<file path="src/rtl/lrw_pkg.sv">
package lrw_pkg;

    // Operating phase of the watchdog
    typedef enum logic [1:0] {
        LRW_HOLD   = 2'd0,
        LRW_WATCH  = 2'd1,
        LRW_LOCKED = 2'd2
    } lrw_state_e;

    // Command from the phase controller to the tick counter
    typedef struct packed {
        logic clear;
        logic advance;
    } lrw_cnt_ctl_t;

    // Counter width large enough to hold values 0 .. limit-1
    function automatic int lrw_cnt_w(input int limit);
        int w;
        w = 1;
        while ((1 << w) < limit) w++;
        return w;
    endfunction

    function automatic logic lrw_is_fault(input lrw_state_e s);
        return s == LRW_LOCKED;
    endfunction

    function automatic logic lrw_is_hold(input lrw_state_e s);
        return s == LRW_HOLD;
    endfunction

endpackage

</file>
<file path="src/rtl/lrw_hall_sync.sv">
module lrw_hall_sync #(
    parameter int HALL_W      = 3,
    parameter int SYNC_STAGES = 2
) (
    input  logic              clk,
    input  logic              rst,
    input  logic [HALL_W-1:0] hall_raw,
    output logic [HALL_W-1:0] hall_code,
    output logic              hall_changed
);
    logic [HALL_W-1:0] stage_q [SYNC_STAGES];
    logic [HALL_W-1:0] last_q;

    genvar g;
    generate
        for (g = 0; g < SYNC_STAGES; g++) begin : g_stage
            if (g == 0) begin : g_first
                always_ff @(posedge clk) begin
                    if (rst) stage_q[0] <= '0;
                    else     stage_q[0] <= hall_raw;
                end
            end else begin : g_next
                always_ff @(posedge clk) begin
                    if (rst) stage_q[g] <= '0;
                    else     stage_q[g] <= stage_q[g-1];
                end
            end
        end
    endgenerate

    always_ff @(posedge clk) begin
        if (rst) last_q <= '0;
        else     last_q <= stage_q[SYNC_STAGES-1];
    end

    assign hall_code    = last_q;
    assign hall_changed = (stage_q[SYNC_STAGES-1] != last_q);

endmodule

</file>
<file path="src/rtl/lrw_tick_timer.sv">
module lrw_tick_timer
    import lrw_pkg::*;
#(
    parameter int LOCK_TICKS = 108,
    parameter int CNT_W      = lrw_cnt_w(LOCK_TICKS)
) (
    input  logic             clk,
    input  logic             rst,
    input  lrw_cnt_ctl_t     ctl,
    output logic [CNT_W-1:0] count,
    output logic             expire
);
    localparam logic [CNT_W-1:0] LAST = CNT_W'(LOCK_TICKS - 1);

    logic [CNT_W-1:0] count_q;
    logic [CNT_W-1:0] count_d;

    assign expire = ctl.advance && !ctl.clear && (count_q == LAST);

    always_comb begin
        count_d = count_q;
        if (ctl.clear)        count_d = '0;
        else if (expire)      count_d = '0;
        else if (ctl.advance) count_d = count_q + 1'b1;
    end

    always_ff @(posedge clk) begin
        if (rst) count_q <= '0;
        else     count_q <= count_d;
    end

    assign count = count_q;

endmodule

</file>
<file path="src/rtl/lrw_ctrl.sv">
module lrw_ctrl
    import lrw_pkg::*;
(
    input  logic         clk,
    input  logic         rst,
    input  logic         tick_en,
    input  logic         run_active,
    input  logic         cmd_low,
    input  logic         hall_changed,
    input  logic         expire,
    output lrw_cnt_ctl_t ctl,
    output logic         fault,
    output logic         hold
);
    lrw_state_e state_q, state_d;

    always_comb begin
        ctl     = '0;
        state_d = state_q;
        unique case (state_q)
            LRW_HOLD: begin
                ctl.advance = tick_en;
                if (expire) state_d = LRW_WATCH;
            end
            LRW_WATCH: begin
                ctl.clear   = !run_active || hall_changed;
                ctl.advance = tick_en;
                if (expire) state_d = LRW_LOCKED;
            end
            LRW_LOCKED: begin
                ctl.clear = 1'b1;
                if (cmd_low) state_d = LRW_WATCH;
            end
            default: begin
                ctl.clear = 1'b1;
                state_d   = LRW_HOLD;
            end
        endcase
    end

    always_ff @(posedge clk) begin
        if (rst) state_q <= LRW_HOLD;
        else     state_q <= state_d;
    end

    assign fault = lrw_is_fault(state_q);
    assign hold  = lrw_is_hold(state_q);

endmodule

</file>
<file path="src/rtl/lock_watchdog.sv">
module lock_watchdog
    import lrw_pkg::*;
#(
    parameter int LOCK_TICKS  = 108,
    parameter int HALL_W      = 3,
    parameter int SYNC_STAGES = 2,
    parameter int CNT_W       = lrw_cnt_w(LOCK_TICKS)
) (
    input  logic              clk,
    input  logic              rst,
    input  logic              tick_en,
    input  logic [HALL_W-1:0] hall_in,
    input  logic              run_active,
    input  logic              cmd_low,
    output logic              lock_fault,
    output logic              startup_hold,
    output logic [CNT_W-1:0]  tick_count
);
    logic [HALL_W-1:0] hall_code;
    logic              hall_changed;
    logic              expire;
    lrw_cnt_ctl_t      ctl;

    lrw_hall_sync #(.HALL_W(HALL_W), .SYNC_STAGES(SYNC_STAGES)) u_sync (
        .clk(clk), .rst(rst), .hall_raw(hall_in),
        .hall_code(hall_code), .hall_changed(hall_changed)
    );

    lrw_ctrl u_ctrl (
        .clk(clk), .rst(rst), .tick_en(tick_en), .run_active(run_active),
        .cmd_low(cmd_low), .hall_changed(hall_changed), .expire(expire),
        .ctl(ctl), .fault(lock_fault), .hold(startup_hold)
    );

    lrw_tick_timer #(.LOCK_TICKS(LOCK_TICKS), .CNT_W(CNT_W)) u_timer (
        .clk(clk), .rst(rst), .ctl(ctl), .count(tick_count), .expire(expire)
    );

    logic unused_code;
    assign unused_code = ^hall_code;

endmodule

</file>
<file path="config.mk">
export PLATFORM = sky130hd
export DESIGN_NAME = lock_watchdog
export DESIGN_NICKNAME = d
export VERILOG_FILES = /design/src/rtl/lrw_pkg.sv /design/src/rtl/lrw_hall_sync.sv /design/src/rtl/lrw_tick_timer.sv /design/src/rtl/lrw_ctrl.sv /design/src/rtl/lock_watchdog.sv
export SDC_FILE = /design/constraint.sdc
export NUM_CORES = 1
export LEC_CHECK = 0
export ABC_CLOCK_PERIOD_IN_PS = 1600
export BUFFER_PORTS_ARGS = -buffer_cell sky130_fd_sc_hd__buf_4
export CORE_UTILIZATION = 45
export DETAILED_ROUTE_END_ITERATION = 8
export HOLD_SLACK_MARGIN = 0.1
export PLACE_DENSITY = 0.69
export SLEW_MARGIN = 20
export SYNTH_ARGS = -nofsm -noshare
export SYNTH_HDL_FRONTEND = slang
export SYNTH_SLANG_ARGS = --single-unit
</file>
<file path="constraint.sdc">
create_clock -name clk -period 1.6 [get_ports clk]
set_input_delay 0.16 -clock clk [delete_from_list [all_inputs] [get_ports clk]]
set_output_delay 0.16 -clock clk [all_outputs]
set_load 0.05 [all_outputs]
</file>
==> results of run 1 <==
critical path: stages (launching register included):
cell,delay [ns]
dfxtp_2,0.37
ha_1,0.16
and4b_1,0.25
nand3_2,0.12
nor4_1,0.32
a21o_1,0.11
per-layer routing:
layer | part of all wire (%) | global-route usage, % | vias up
met5 | 0 | 0 | -
met4 | 3.3 | 13.1 | 0
met3 | 5.5 | 4.31 | 5
li1 | - | - | 305
met2 | 42 | 23.4 | 16
met1 | 50 | 21.0 | 250
metrics by stage:
stage               cells  power (mW)  hold slack [ns]  setup slack [ns]  instance area (um^2)
finish                114       0.886            0.133             0.224                   933
global route          114       0.934            0.124             0.149                   933
CTS                   114       0.902            0.125             0.227                   933
detailed placement    107       0.611            0.374             0.254                   867
global placement      107       0.609            0.373             0.269                   867
floorplan              76       0.571            0.288            0.0680                   731
power breakdown:
part	internal [mW]	switching [mW]
clock network	0.139	0.142
registers	0.469	0.0145
logic	0.0525	0.0692
cells in the mapped netlist (2+ instances only):
| library cell | instances | area (um^2) |
|---|---|---|
| nand2_1 | 7 | 26.3 |
| dfxtp_1 | 18 | 360 |
| nor2_1 | 9 | 33.8 |
| nor3b_1 | 2 | 15.0 |
| xnor2_1 | 4 | 35.0 |
| nor3_1 | 2 | 10.0 |
| xor2_1 | 4 | 35.0 |
| nor2b_1 | 12 | 75.1 |
logic make-up (layout without fill, tap and decap cells):
family	after synthesis	after routing
buffers and inverters	1	23
adders and majority gates	1	1
and+or+nand+nor	40	40
muxes	1	1
DFF	18	18
xor gates and xnor gates	8	8
AOI/OAI and AO/OA	7	7
layout by cell type (no fill, tap or decap):
cell type and n:
dfxtp_2 2, and3_1 1, clkbuf_4 3, a21o_1 1, xor2_1 4, nand4_1 1, nor3_1 2, dlygate4sd3_1 3
nor2b_1 12, xnor2_1 4, ha_1 1, o32ai_1 1, nand3b_1 1, nor3b_1 2, and4_1 1, a21boi_0 1
nand2_1 7, nor2_1 9, or3b_2 1, a21oi_1 1, clkbuf_8 1, buf_4 16, o21ai_1 1, o22a_1 1
nand3_2 1, and4b_1 1, o21ai_0 1, mux2i_1 1, nor4_1 1, dfxtp_1 16
registers in the layout (all words and copies together), names as in the netlist:
name	count
u_sync.hall_code	3
u_sync.stage_q	6
u_ctrl.state_q	2
u_timer.count	7
worst paths after layout:
path | from | end | depth (start not counted)
max | u_timer.count[0]$_SDFFE_PP0P_ | u_ctrl.state_q[1]$_SDFFE_PP0P_ | 5
min | rst | u_sync.stage_q[1][2]$_SDFF_PP0_ | 2
max reg2reg | u_timer.count[0]$_SDFFE_PP0P_ | u_ctrl.state_q[1]$_SDFFE_PP0P_ | 5
min reg2reg | u_sync.stage_q[0][1]$_SDFF_PP0_ | u_sync.stage_q[1][1]$_SDFF_PP0_ | 1
area by class of cell:
cell class,count,area (um^2)
multi-input cells,57,364
fillers,143,573
flip-flops and latches,18,363
clock buffers,4,36.3
repair buffers,19,150
well taps,16,20.0
==> impl_metrics.json, run 1 <==
{
  "outcome": "finished, final reports clean",
  "post_synth_mux_area_share_pct": 1.37,
  "wirelength_um": 1230,
  "fin_hold_viols": 0,
  "clock_tree.buffer_depth": 2,
  "total_nets_after_synthesis": 85,
  "antenna_found_initial": 0,
  "critPathLaunchType": "flip-flop",
  "floorplan.io_pins": 17,
  "timing_worst_slew_pin_value_ns": 0.392,
  "largest_net_degree_at_the_start_of_global_routing": 15,
  "synthesis.yosys.warnings": 0,
  "ant_nets": 0,
  "drt_pre_antenna_iters": 4,
  "coreArea_mm2": 0.00151,
  "synth_edf_count": 0,
  "cts_repair_resize_count": 0,
  "main_combinational_cell_family_by_area_after_synthesis": "simple AND/OR/NAND/NOR gates",
  "core.rowCount": 14,
  "route.detailed.drc": 0,
  "drt_iter0_markers": 5,
  "cts_tree": "yes",
  "areaGrowthSynthToFinish_pct": 28.2,
  "rsz0062_at_grt": "false",
  "proportion_of_layout_cells_with_a_drive_suffix_above_1_pct": 24.5,
  "die_width_um": 42.2,
  "worstHoldPathType": "in -> reg",
  "total_via_count_after_detailed_routing": 576,
  "yosysSeqAreaShare_pct": 49.5,
  "end_kind": "flip-flop",
  "die-height_um": 42.2,
  "maxSlewHeadroom_pct": 73.8,
  "synth-compound-area-share_pct": 6.53,
  "ctsHoldBuffers": 3,
  "n_antenna_cell": 0,
  "final-setup-viol-count": 0,
  "cts_root_buffer": "clkbuf_4",
  "initial_utilization_pct": 48.3,
  "setup_total_negative_slack_ns": 0,
  "area_share_of_fa_ha_maj_cells_after_synthesis_pct": 1.72,
  "cp.arrival_ns": 1.63,
  "die_area_mm2": 0.00178,
  "vdd_drop_max_mv": 0.605,
  "worst-setup-path-type": "reg -> reg",
  "gp_congestion": 0.846,
  "dp.final_hpwl_um": 863,
  "clk_pin_slew_worst_paths_ns": 0.10,
  "max_cap_violations": 0,
  "gr-usage-all-layers_pct": 16.5,
  "synth-xor-area-share_pct": 9.62,
  "synth_simple_gate_area_share_pct": 30.8,
  "port_buffers": 16,
  "worst-path-max-fanout": 4,
  "overflow": 0,
  "htree_num_levels": 1,
  "reg2reg_setup_slack_ns": 0.22,
  "average_wire_per_standard_cell_um": 10.8,
  "post_synth.cell_area_avg_um2": 9.58,
  "final_layout_net_count": 108,
  "final_cycle_share_pct": 86.0,
  "max_clock_freq_mhz": 727,
  "ys_seq_elements": 18,
  "synth_flop_cell": "dfxtp_1",
  "final_util_pct": 62.0,
  "drv_slew": 0,
  "grt_first_pass_wirelength_um": 2130,
  "tritoncts_num_sinks": 18,
  "synth.distinct_cells": 26,
  "power_density_mw_per_mm2": 949,
  "insertion_delay_ns": 0.29,
  "postCtsSetupBuffers": 0,
  "skew_ns": 0.00228,
  "post-route-min-period_ns": 1.38,
  "synthesis.instances": 76,
  "asyncSetResetFlopFracSynth_pct": 0,
  "tritoncts.num_buffers": 3,
  "number_of_global_route_vias_before_repair": 508,
  "worst-endpoint-required_ns": 1.85,
  "vias_per_cell": 5.05,
  "post_synth_instance_area_um2": 728,
  "leakage_nw": 0.399
}
Note: power is estimated with default switching activity, not from simulation.
==> inputs of run 2 (changes only) <==
--- a/config.mk
+++ b/config.mk
@@ -7,6 +7,7 @@
 export LEC_CHECK = 0
 export ABC_CLOCK_PERIOD_IN_PS = 1600
 export BUFFER_PORTS_ARGS = -buffer_cell sky130_fd_sc_hd__buf_4
+export CAP_MARGIN = 20
 export CORE_UTILIZATION = 45
 export DETAILED_ROUTE_END_ITERATION = 8
 export HOLD_SLACK_MARGIN = 0.1
@@ -14,4 +15,5 @@
 export SLEW_MARGIN = 20
 export SYNTH_ARGS = -nofsm -noshare
 export SYNTH_HDL_FRONTEND = slang
+export SYNTH_HIERARCHICAL = 1
 export SYNTH_SLANG_ARGS = --single-unit
==> constraint.sdc (replaced) <==
create_clock -name clk -period 1.6 [get_ports clk]
set_input_delay 0.16 -clock clk [delete_from_list [all_inputs] [get_ports clk]]
set_output_delay 0.16 -clock clk [all_outputs]
set_load 0.005 [all_outputs]
==> run 2 against run 1 <==
Compared with the run above: the flow now finishes with violations (setup timing); sequential share of layout area down 1.0 points; clock power down 2%; routed wire length up 4.6%; design area up 3.1%; first-iteration DRC count up 100%; critical path type unchanged; synthesized cell count down 6.6%; count of clock-buffer cells in the layout unchanged.
==> impl_metrics.json, run 2 <==
{
  "outcome": "complete, but fails checks",
  "violated_checks": "setup timing",
  "skew_ns": 0.00553,
  "coreArea_mm2": 0.00151,
  "worstPathCellList": "xnor2_1 -> nand3_1 -> nand2b_1 -> a21o_1 -> nor4b_2 -> and3_4 -> mux2i_1 -> a211oi_1",
  "fin_hold_viols": 0,
  "die_area_mm2": 0.00178,
  "final_layout_net_count": 106,
  "drv_slew": 0,
  "average_wire_per_standard_cell_um": 11.5,
  "synth.distinct_cells": 30,
  "finalWorstSetupSlack_ns": -0.0890,
  "cts_root_buffer": "clkbuf_4",
  "max_cap_violations": 0,
  "multi_input_combinational_cell_area_um2": 368,
  "post_synth_main_area_contributors": "dfxtp_1 (50%), nor2b_1 (9.5%), xnor2_1 (4.8%), xor2_1 (3.6%), nor2_1 (3.1%)",
  "nFillCells": 148,
  "power_density_mw_per_mm2": 848,
  "synthesis.yosys.warnings": 6,
  "path_delay_family": "simple AND/OR/NAND/NOR gates",
  "yosysSeqAreaShare_pct": 49.7,
  "ys_seq_elements": 18,
  "internal_power_mw": 0.643,
  "floorplan.io_pins": 17,
  "cts_tree": "yes",
  "max_clock_freq_mhz": 592,
  "timing_worst_slew_pin_value_ns": 0.353,
  "largest_net_degree_at_the_start_of_global_routing": 15,
  "number_of_global_route_vias_before_repair": 509,
  "power.share.switching_pct": 21.2,
  "drt_iter0_markers": 10,
  "proportion_of_layout_cells_with_a_drive_suffix_above_1_pct": 35.4,
  "cp.arrival_ns": 1.90,
  "vias_per_cell": 5.15,
  "power.share.clock_pct": 33.8,
  "yosys.cell_count.top_type": "dfxtp_1",
  "grt_first_pass_wirelength_um": 2150,
  "netlist.area_leader.share_pct": 49.7,
  "gp_congestion": 0.702,
  "maxSlewHeadroom_pct": 76.4,
  "tritoncts.num_buffers": 3,
  "leakage_nw": 0.419,
  "overflow": 0,
  "die_width_um": 42.2,
  "tritoncts_num_sinks": 18,
  "post-route-min-period_ns": 1.69,
  "vdd_drop_max_mv": 0.603,
  "htree_num_levels": 1,
  "gr-usage-all-layers_pct": 16.4,
  "wp_buf_inv": 0,
  "total_via_count_after_detailed_routing": 577,
  "initial_utilization_pct": 48.2,
  "final-setup-viol-count": 8,
  "critPathLaunchType": "flip-flop",
  "wirelength_um": 1280,
  "route.detailed.drc": 0,
  "port_buffers": 16,
  "worstHoldPathType": "in -> reg",
  "power_frac_comb_pct": 8.2,
  "core.rowCount": 14,
  "critical-path-max-stage-delay_ns": 0.32,
  "yosys.area.top_type": "dfxtp_1",
  "most_frequent_cells_in_the_layout": "buf_4 (20), dfxtp_1 (15), nor2b_1 (11)",
  "insertion_delay_ns": 0.29,
  "total_nets_after_synthesis": 80,
  "ant_nets": 0,
  "drt_pre_antenna_iters": 4,
  "n_antenna_cell": 0,
  "dp.final_hpwl_um": 923,
  "worst-endpoint-required_ns": 1.82,
  "worst-setup-path-type": "reg -> reg",
  "power.net_switching_mw": 0.173,
  "largest_reg_flops": 7,
  "placement.cell_area_um2": 898,
  "end_kind": "flip-flop",
  "final_cycle_share_pct": 106,
  "synth_flop_cell": "dfxtp_1",
  "worst-path-max-fanout": 3,
  "synthesis.instances": 71,
  "rsz0062_at_grt": "true",
  "clock_tree.buffer_depth": 2,
  "synth_edf_count": 0,
  "areaGrowthSynthToFinish_pct": 32.6,
  "antenna_found_initial": 0,
  "slowest_stage": "dfxtp_1",
  "die-height_um": 42.2,
  "layout.area.seq_um2": 364,
  "layout.cells.most_common": "buf_4",
  "post_synth_instance_area_um2": 726,
  "fin_total_pwr_mw": 0.816,
  "finish.instance_area_um2": 962,
  "asyncSetResetFlopFracSynth_pct": 0,
  "clk_pin_slew_worst_paths_ns": 0.10,
  "pwr-share-seq_pct": 58.0,
  "synth_top_cells_by_count": "dfxtp_1 (18), nor2b_1 (11), nor2_1 (6)",
  "post_synth.cell_area_avg_um2": 10.2
}
## run 2: layout make-up
type / count / area share, %
clock buffer: 4 / 3.77
inverter: 1 / 0.390
tap: 16 / 2.08
multi-input combinational: 51 / 38.2
timing repair buffer: 22 / 17.7
sequential: 18 / 37.8
## run 2: path summary, 6_finish.rpt
check	from	end	slack, ns	cells past startpoint
worst max-delay path	u_sync/hall_code[2]$_SDFF_PP0_	u_ctrl/state_q[0]$_SDFFE_PP0P_	-0.09	8
worst min-delay path	hall_in[2]	u_sync/stage_q[0][2]$_SDFF_PP0_	0.12	2
worst max register to register	u_sync/hall_code[2]$_SDFF_PP0_	u_ctrl/state_q[0]$_SDFFE_PP0P_	-0.09	8
worst min register to register	u_sync/stage_q[0][1]$_SDFF_PP0_	u_sync/stage_q[1][1]$_SDFF_PP0_	0.44	1
## run 2: cells by family (layout without fill, tap and decap cells)
logic type	Yosys count	in the layout	synth area share, %
compound gates	9	9	8.97
xor+xnor	7	7	8.45
flops	18	18	49.7
simple gates	32	32	26.9
buf+inv	2	27	1.55
fa+ha+maj	1	1	1.72
mux	2	2	2.76
## run 2: timing repair
action | 4_1_cts | 5_1_grt
pin swaps | 4 | 7
resized for setup | 1 | 3
endpoints found under the setup margin | 8 | 8
setup buffers | 0 | 0
hold buffers | 2 | 0
endpoints found under the hold margin | 2 | 0
## run 2: per-stage QoR
| step | TNS (ns) | utilization, % | std cells | hold WS, ns | setup slack [ns] |
|---|---|---|---|---|---|
| after global placement | -0.668 | 59.6 | 106 | 0.372 | -0.123 |
| after floorplan | -0.0805 | - | 71 | 0.229 | -0.0758 |
| after CTS | -0.652 | 63.6 | 112 | 0.116 | -0.122 |
| final | -0.439 | 63.9 | 112 | 0.120 | -0.0890 |
| after global routing | -1.31 | 63.9 | 112 | 0.132 | -0.199 |
| after detailed placement | -0.847 | 59.6 | 106 | 0.382 | -0.135 |
## run 2: per-layer routing
metal	up-vias	routed length (um)	GRT usage, %
li1	294	-	-
met1	270	567	18.7
met2	11	644	27.5
met3	2	63	3.02
met4	0	9	11.3
met5	-	0	0
## run 2: power groups by stage
stage,combinational (mW),sequential [mW],clock (mW)
after floorplan,0.0303,0.482,0
after CTS,0.0675,0.473,0.285
final,0.0670,0.473,0.276
after global routing,0.0741,0.476,0.300
after detailed placement,0.0632,0.483,0
after global placement,0.0616,0.483,0
